<file path="config.mk">
export PLATFORM = sky130hd
export DESIGN_NAME = intc_dual_mask
export DESIGN_NICKNAME = d
export VERILOG_FILES = /design/src/rtl/intc_pkg.sv /design/src/rtl/intc_src_map.sv /design/src/rtl/intc_mask_chan.sv /design/src/rtl/intc_bus_dec.sv /design/src/rtl/intc_dual_mask.sv
export SDC_FILE = /design/constraint.sdc
export NUM_CORES = 1
export LEC_CHECK = 0
export BUFFER_PORTS_ARGS = -buffer_cell sky130_fd_sc_hd__clkbuf_2
export CORE_ASPECT_RATIO = 1.5
export CORE_MARGIN = 4
export CORE_UTILIZATION = 43
export CTS_CLUSTER_DIAMETER = 60
export DETAILED_ROUTE_END_ITERATION = 16
export PLACE_DENSITY = 0.76
export SLEW_MARGIN = 20
export SYNTH_ARGS = -nofsm -noshare
export SYNTH_HDL_FRONTEND = slang
export SYNTH_SLANG_ARGS = --single-unit
export TNS_END_PERCENT = 100
</file>
<file path="constraint.sdc">
create_clock -name clk -period 1.5 [get_ports clk]
set_clock_uncertainty 0.1 [all_clocks]
set_input_delay 0.3 -clock clk [delete_from_list [all_inputs] [get_ports clk]]
set_output_delay 0.3 -clock clk [all_outputs]
set_load 0.05 [all_outputs]
</file>
<file path="src/rtl/intc_pkg.sv">
package intc_pkg;

  // Register selector inside one channel group (address bits [3:2]).
  typedef enum logic [1:0] {
    SEL_STAT = 2'd0,
    SEL_RAW  = 2'd1,
    SEL_EN   = 2'd2,
    SEL_CLR  = 2'd3
  } reg_sel_e;

  // Group selector (address bits [5:4]).
  typedef enum logic [1:0] {
    GRP_IRQ  = 2'd0,
    GRP_FIQ  = 2'd1,
    GRP_CTRL = 2'd2,
    GRP_NONE = 2'd3
  } grp_sel_e;

  localparam int SWI_POS = 1;
  localparam int SUM_POS = 0;

  // Positions that carry a real source (software request included).
  function automatic logic [31:0] live_src_mask(input int width);
    logic [31:0] m;
    m = '0;
    for (int i = 0; i < 32; i++) begin
      if (i < width) begin
        if (i == SWI_POS || (i >= 3 && i <= 6) || i >= 10) m[i] = 1'b1;
      end
    end
    return m;
  endfunction

  // Positions driven directly by peripheral lines (software bit excluded).
  function automatic logic [31:0] hw_src_mask(input int width);
    logic [31:0] m;
    m = live_src_mask(width);
    m[SWI_POS] = 1'b0;
    return m;
  endfunction

endpackage

</file>
<file path="src/rtl/intc_src_map.sv">
module intc_src_map #(
  parameter int SRC_W = 20
) (
  input  logic [SRC_W-1:0] src_req,
  input  logic             swi_req,
  output logic [SRC_W-1:0] raw_o
);
  import intc_pkg::*;

  localparam logic [31:0] HW32 = hw_src_mask(SRC_W);
  localparam logic [SRC_W-1:0] HW_M = HW32[SRC_W-1:0];

  always_comb begin
    raw_o = src_req & HW_M;
    raw_o[SWI_POS] = swi_req;
  end

endmodule

</file>
<file path="src/rtl/intc_mask_chan.sv">
module intc_mask_chan #(
  parameter int SRC_W   = 20,
  parameter bit HAS_SUM = 1'b0
) (
  input  logic             clk,
  input  logic             rst,
  input  logic [SRC_W-1:0] src_in,
  input  logic [SRC_W-1:0] set_bits,
  input  logic [SRC_W-1:0] clr_bits,
  output logic [SRC_W-1:0] raw_o,
  output logic [SRC_W-1:0] en_o,
  output logic [SRC_W-1:0] stat_o,
  output logic             req_o
);
  import intc_pkg::*;

  localparam logic [31:0] LV32 = live_src_mask(SRC_W);
  localparam logic [SRC_W-1:0] LIVE_M = LV32[SRC_W-1:0];

  logic [SRC_W-1:0] en_q;
  logic [SRC_W-1:0] pend;
  logic             any_raw;
  logic             any_pend;
  logic             req_q;

  // Clear dominates set when both name the same bit.
  always_ff @(posedge clk) begin
    if (rst) en_q <= '0;
    else     en_q <= (en_q | set_bits) & ~clr_bits & LIVE_M;
  end

  assign pend     = src_in & en_q & LIVE_M;
  assign any_raw  = |(src_in & LIVE_M);
  assign any_pend = |pend;

  generate
    if (HAS_SUM) begin : g_sum
      always_comb begin
        raw_o  = src_in & LIVE_M;
        stat_o = pend;
        raw_o[SUM_POS]  = any_raw;
        stat_o[SUM_POS] = any_pend;
      end
    end else begin : g_plain
      assign raw_o  = src_in & LIVE_M;
      assign stat_o = pend;
    end
  endgenerate

  always_ff @(posedge clk) begin
    if (rst) req_q <= 1'b0;
    else     req_q <= any_pend;
  end

  assign en_o  = en_q;
  assign req_o = req_q;


  en_set_only_chk: assert property (@(posedge clk) disable iff (rst)
    1'b1 |=> ((en_q & ~$past(en_q) & ~$past(set_bits)) == '0));


  en_clr_only_chk: assert property (@(posedge clk) disable iff (rst)
    1'b1 |=> ((~en_q & $past(en_q) & ~$past(clr_bits)) == '0));


  req_follows_chk: assert property (@(posedge clk) disable iff (rst)
    (stat_o != '0) |=> req_o);


  req_cause_chk: assert property (@(posedge clk) disable iff (rst)
    $rose(req_o) |-> $past(stat_o != '0));

endmodule

</file>
<file path="src/rtl/intc_bus_dec.sv">
module intc_bus_dec #(
  parameter int SRC_W  = 20,
  parameter int DATA_W = 32,
  parameter int ADDR_W = 6
) (
  input  logic              clk,
  input  logic              rst,
  input  logic [ADDR_W-1:0] addr,
  input  logic              wr,
  input  logic [DATA_W-1:0] wdata,
  output logic [SRC_W-1:0]  irq_set,
  output logic [SRC_W-1:0]  irq_clr,
  output logic [SRC_W-1:0]  fiq_set,
  output logic [SRC_W-1:0]  fiq_clr,
  output logic              swi_o,
  input  logic [SRC_W-1:0]  irq_raw,
  input  logic [SRC_W-1:0]  irq_en,
  input  logic [SRC_W-1:0]  irq_stat,
  input  logic [SRC_W-1:0]  fiq_raw,
  input  logic [SRC_W-1:0]  fiq_en,
  input  logic [SRC_W-1:0]  fiq_stat,
  output logic [DATA_W-1:0] rdata
);
  import intc_pkg::*;

  localparam int PAD_W = DATA_W - SRC_W;

  grp_sel_e          grp;
  reg_sel_e          sel;
  logic              aligned;
  logic              upper_zero;
  logic              hit_irq, hit_fiq, hit_ctrl;
  logic              swi_q;
  logic [SRC_W-1:0]  wbits;
  logic [SRC_W-1:0]  pick;
  logic [DATA_W-1:0] rd_next;
  logic              unused_wdata;

  assign grp        = grp_sel_e'(addr[5:4]);
  assign sel        = reg_sel_e'(addr[3:2]);
  assign aligned    = (addr[1:0] == 2'b00);
  generate
    if (ADDR_W > 6) begin : g_hi
      assign upper_zero = (addr[ADDR_W-1:6] == '0);
    end else begin : g_nohi
      assign upper_zero = 1'b1;
    end
  endgenerate

  assign hit_irq  = aligned && upper_zero && (grp == GRP_IRQ);
  assign hit_fiq  = aligned && upper_zero && (grp == GRP_FIQ);
  assign hit_ctrl = aligned && upper_zero && (grp == GRP_CTRL) && (sel == SEL_STAT);

  assign wbits        = wdata[SRC_W-1:0];
  assign unused_wdata = ^wdata[DATA_W-1:SRC_W];

  assign irq_set = (wr && hit_irq && sel == SEL_EN)  ? wbits : '0;
  assign irq_clr = (wr && hit_irq && sel == SEL_CLR) ? wbits : '0;
  assign fiq_set = (wr && hit_fiq && sel == SEL_EN)  ? wbits : '0;
  assign fiq_clr = (wr && hit_fiq && sel == SEL_CLR) ? wbits : '0;

  always_ff @(posedge clk) begin
    if (rst)                 swi_q <= 1'b0;
    else if (wr && hit_ctrl) swi_q <= wdata[0];
  end
  assign swi_o = swi_q;

  always_comb begin
    pick = '0;
    if (hit_irq) begin
      case (sel)
        SEL_STAT: pick = irq_stat;
        SEL_RAW:  pick = irq_raw;
        SEL_EN:   pick = irq_en;
        default:  pick = '0;
      endcase
    end else if (hit_fiq) begin
      case (sel)
        SEL_STAT: pick = fiq_stat;
        SEL_RAW:  pick = fiq_raw;
        SEL_EN:   pick = fiq_en;
        default:  pick = '0;
      endcase
    end else if (hit_ctrl) begin
      pick[0] = swi_q;
    end
    rd_next = {{PAD_W{1'b0}}, pick};
  end

  always_ff @(posedge clk) begin
    if (rst) rdata <= '0;
    else     rdata <= rd_next;
  end


  clr_reads_zero_chk: assert property (@(posedge clk) disable iff (rst)
    (hit_irq && sel == SEL_CLR) |=> (rdata == '0));

endmodule

</file>
<file path="src/rtl/intc_dual_mask.sv">
module intc_dual_mask #(
  parameter int SRC_W  = 20,
  parameter int DATA_W = 32,
  parameter int ADDR_W = 6
) (
  input  logic              clk,
  input  logic              rst,
  input  logic [ADDR_W-1:0] bus_addr,
  input  logic              bus_wr,
  input  logic [DATA_W-1:0] bus_wdata,
  output logic [DATA_W-1:0] bus_rdata,
  input  logic [SRC_W-1:0]  src_req,
  output logic              irq_o,
  output logic              fiq_o
);
  localparam int NCH = 2;

  logic             swi;
  logic [SRC_W-1:0] src_all;
  logic [SRC_W-1:0] set_v  [NCH];
  logic [SRC_W-1:0] clr_v  [NCH];
  logic [SRC_W-1:0] raw_v  [NCH];
  logic [SRC_W-1:0] en_v   [NCH];
  logic [SRC_W-1:0] stat_v [NCH];
  logic             req_v  [NCH];

  intc_src_map #(.SRC_W(SRC_W)) u_map (
    .src_req (src_req),
    .swi_req (swi),
    .raw_o   (src_all)
  );

  // Channel 0 is the normal request, channel 1 the fast one with summary bit.
  generate
    for (genvar c = 0; c < NCH; c++) begin : g_ch
      intc_mask_chan #(.SRC_W(SRC_W), .HAS_SUM(c == 1)) u_chan (
        .clk      (clk),
        .rst      (rst),
        .src_in   (src_all),
        .set_bits (set_v[c]),
        .clr_bits (clr_v[c]),
        .raw_o    (raw_v[c]),
        .en_o     (en_v[c]),
        .stat_o   (stat_v[c]),
        .req_o    (req_v[c])
      );
    end
  endgenerate

  intc_bus_dec #(.SRC_W(SRC_W), .DATA_W(DATA_W), .ADDR_W(ADDR_W)) u_dec (
    .clk      (clk),
    .rst      (rst),
    .addr     (bus_addr),
    .wr       (bus_wr),
    .wdata    (bus_wdata),
    .irq_set  (set_v[0]),
    .irq_clr  (clr_v[0]),
    .fiq_set  (set_v[1]),
    .fiq_clr  (clr_v[1]),
    .swi_o    (swi),
    .irq_raw  (raw_v[0]),
    .irq_en   (en_v[0]),
    .irq_stat (stat_v[0]),
    .fiq_raw  (raw_v[1]),
    .fiq_en   (en_v[1]),
    .fiq_stat (stat_v[1]),
    .rdata    (bus_rdata)
  );

  assign irq_o = req_v[0];
  assign fiq_o = req_v[1];


  irq_mask_isolated_chk: assert property (@(posedge clk) disable iff (rst)
    (bus_wr && bus_addr[5:4] == 2'd1) |=> $stable(en_v[0]));


  fiq_mask_isolated_chk: assert property (@(posedge clk) disable iff (rst)
    (bus_wr && bus_addr[5:4] == 2'd0) |=> $stable(en_v[1]));


  fiq_summary_chk: assert property (@(posedge clk) disable iff (rst)
    stat_v[1][0] == (stat_v[1][SRC_W-1:1] != '0));


  fiq_out_cause_chk: assert property (@(posedge clk) disable iff (rst)
    fiq_o |-> $past(stat_v[1] != '0));


  irq_out_cause_chk: assert property (@(posedge clk) disable iff (rst)
    irq_o |-> $past(stat_v[0] != '0));

endmodule

</file>
==> metrics.txt <==
status=finished clean; row count=32; placed instance area=2820 um^2; die width=approximately 67 um; layout cell share with drive strength beyond 1=between 40% and 50%; wire per inst=16.8 um; WP data required=around 1.6 ns; Fillers=about 490; first-pass GRT wire length=approximately 10000 um; hold path cells=2; Hold-fix buffers, CTS=0; CTS buffer count=5; Antenna Nets Post-Route=0; Slew Limit Fails=0; Final period util=approximately 90%; CTS clk-pin slew, worst paths=0.09 ns; largest net degree at the start of global routing=25; ys flop type=dfxtp_1; Via density=approximately 6; r2r startpoint=g_ch[1].u_chan.en_o[14]; crit path DAT=1.46 ns; ant diodes=0; GRT Overall Usage=around a fifth; Initial Util=between 40 and 50%; final hold vios=0; setup ws final=0.114 ns; Layout Utilization=about 57%; Mapped Avg Cell Area=about 9.7 um^2; die area=between 6000 and 7000 um^2; Mapped Area=between 2000 and 2500 um^2; gpl congestion=a little over 0.9; crit-path max FO=3; port bufs=56; CTS Buffer Depth=2; Unique masters post-synth=30; Synth Warn #=0; area grow syn2layout=29.2%; min-delay src=bus_wdata[4]; commonest non-fill, non-tap cell in the layout=clkbuf_2; clk_lat worst skew=approximately 0.3 ns; IO Pins=95; crit path launch type=register; EDFF count, synth=0; DIE HEIGHT=97.1 um; HP Class=in -> reg; Post-DP HPWL=4920 um; total of max-cap violations=0; initial antenna violation count=0; critical register-to-register path endpoint=u_dec.rdata[0]; most frequent cells in the layout=clkbuf_2 (56), dfxtp_1 (49), a21oi_1 (27); Core ar.=between 5000 and 6000 um^2; FMAX=around 720 MHz; reg2reg path depth=4; Cell Pwr Density=851 nW/um^2; final WL=6300 um; Hold Path Sink=g_ch[1].u_chan.en_o[4]; ys async rst share=0%; number of global-route vias before repair=around 2200; fin nets=367; clk sink count=49; Peak VDD IR=about 0.48 mV; setup slack, reg-to-reg=between 0.1 and 0.15 ns; CTS tree=done; via count=2194; cell area after layout=2940 um^2; sequential area share after synthesis=roughly 43%; total power=about 2.5 mW; H-tree Lvls=2; shortest period the worst path allows=between 1 and 1.5 ns; flop and latch count out of synthesis=49; Final setup viols=0; post-cts resize count=0; Overflow after GRT=0; Leak=~1.1 nW; pre-CTS setup slack=-0.167 ns; drc violations=0; postcts setup bufs=0; Setup CP Type=reg -> reg; CP endpoint kind=register; Post-Synthesis Cells=between 200 and 250; clk root buf=clkbuf_8; drt first pass iters=6; Initial DRC Count=224
[cells in the mapped netlist, types with 2 or more instances]
| master | count | area (um^2) |
|---|---|---|
| a22o_1 | 2 | 17.5 |
| nor2_1 | 5 | 18.8 |
| a221oi_1 | 2 | 17.5 |
| a211oi_1 | 10 | 75.1 |
| buf_6 | 2 | 22.5 |
| a21oi_1 | 47 | 235 |
| buf_2 | 3 | 15.0 |
| a222oi_1 | 2 | 20.0 |
| nor3_1 | 2 | 10.0 |
| buf_4 | 18 | 135 |
| nand3_1 | 3 | 15.0 |
| a211oi_2 | 20 | 250 |
| a22oi_1 | 23 | 173 |
| nor4_1 | 3 | 18.8 |
| nand4_1 | 3 | 18.8 |
| nand2_1 | 2 | 7.51 |
| clkbuf_1 | 9 | 33.8 |
| and4b_1 | 2 | 20.0 |
| o21ai_0 | 16 | 80.1 |
| a31oi_1 | 3 | 18.8 |
| dfxtp_1 | 49 | 981 |
[registers in the layout (all words and copies together) (netlist names)]
signal             flops
g_ch.u_chan.en_o      30
u_dec.swi_o            1
u_dec.rdata           16
g_ch.u_chan.req_o      2
[worst max-delay path: stages, from the launching register on]
cell and delay (ns):
dfxtp_1 0.38, a222oi_1 0.32, nand3_1 0.15, o21ai_1 0.22
a2111oi_2 0.10
[cell families after synthesis]
group                  count (synthesis)  share of synthesized area (%)
and+or+nand+nor                       26                           8.09
buffers and inverters                 33                           9.24
other                                  1                          0.165
DFF                                   49                           43.1
AOI/OAI and AO/OA                    126                           39.4
[per-stage QoR]
step	std cells	TNS, ns	hold slack (ns)
final	375	0	0.124
after global routing	375	-0.00438	0.128
after CTS	375	0	0.121
after detailed placement	367	-3.71	0.421
after global placement	367	-2.65	0.413
after floorplan	250	-0.819	0.289
[layout make-up]
class,instances,area (um^2),share of cell area [%]
clock buffers,7,96.3,3.28
multi-input cells,168,1240,42.1
flip-flops and latches,49,981,33.4
well taps,68,85.1,2.89
clock inverters,1,5.00,0.170
inverters,1,3.75,0.128
repair buffers,81,531,18.1
[power breakdown]
group,total (mW),switching (mW),internal [mW]
sequential,1.31,0.00517,1.31
combinational,0.349,0.257,0.0919
clock,0.840,0.423,0.417
[metal layers]
layer  track usage, %  part of all wire (%)  up-vias
met2             33.3                    50      107
li1                 -                     -     1029
met3             3.24                   7.2       23
met5                0                     0        -
met4             9.22                   3.7        0
met1             25.1                    39     1035
[worst max path at each step]
| stage | depth (start not counted) | slack [ns] | endpoint | start |
|---|---|---|---|---|
| 2_1_floorplan | 6 | -0.04 | g_ch[1].u_chan.en_o[10] | bus_addr[5] |
| 3_3_place_gp | 6 | -0.13 | g_ch[1].u_chan.en_o[4] | bus_addr[5] |
| 3_5_place_dp | 6 | -0.17 | g_ch[0].u_chan.en_o[1] | bus_addr[0] |
| 4_1_cts | 4 | 0.07 | u_dec.rdata[0] | g_ch[1].u_chan.en_o[13] |
| 5_1_grt | 4 | -0.004 | u_dec.rdata[0] | u_dec.swi_o |
| 6_report | 4 | 0.11 | u_dec.rdata[0] | g_ch[1].u_chan.en_o[14] |
No activity file was read; power rests on OpenSTA's default activity.
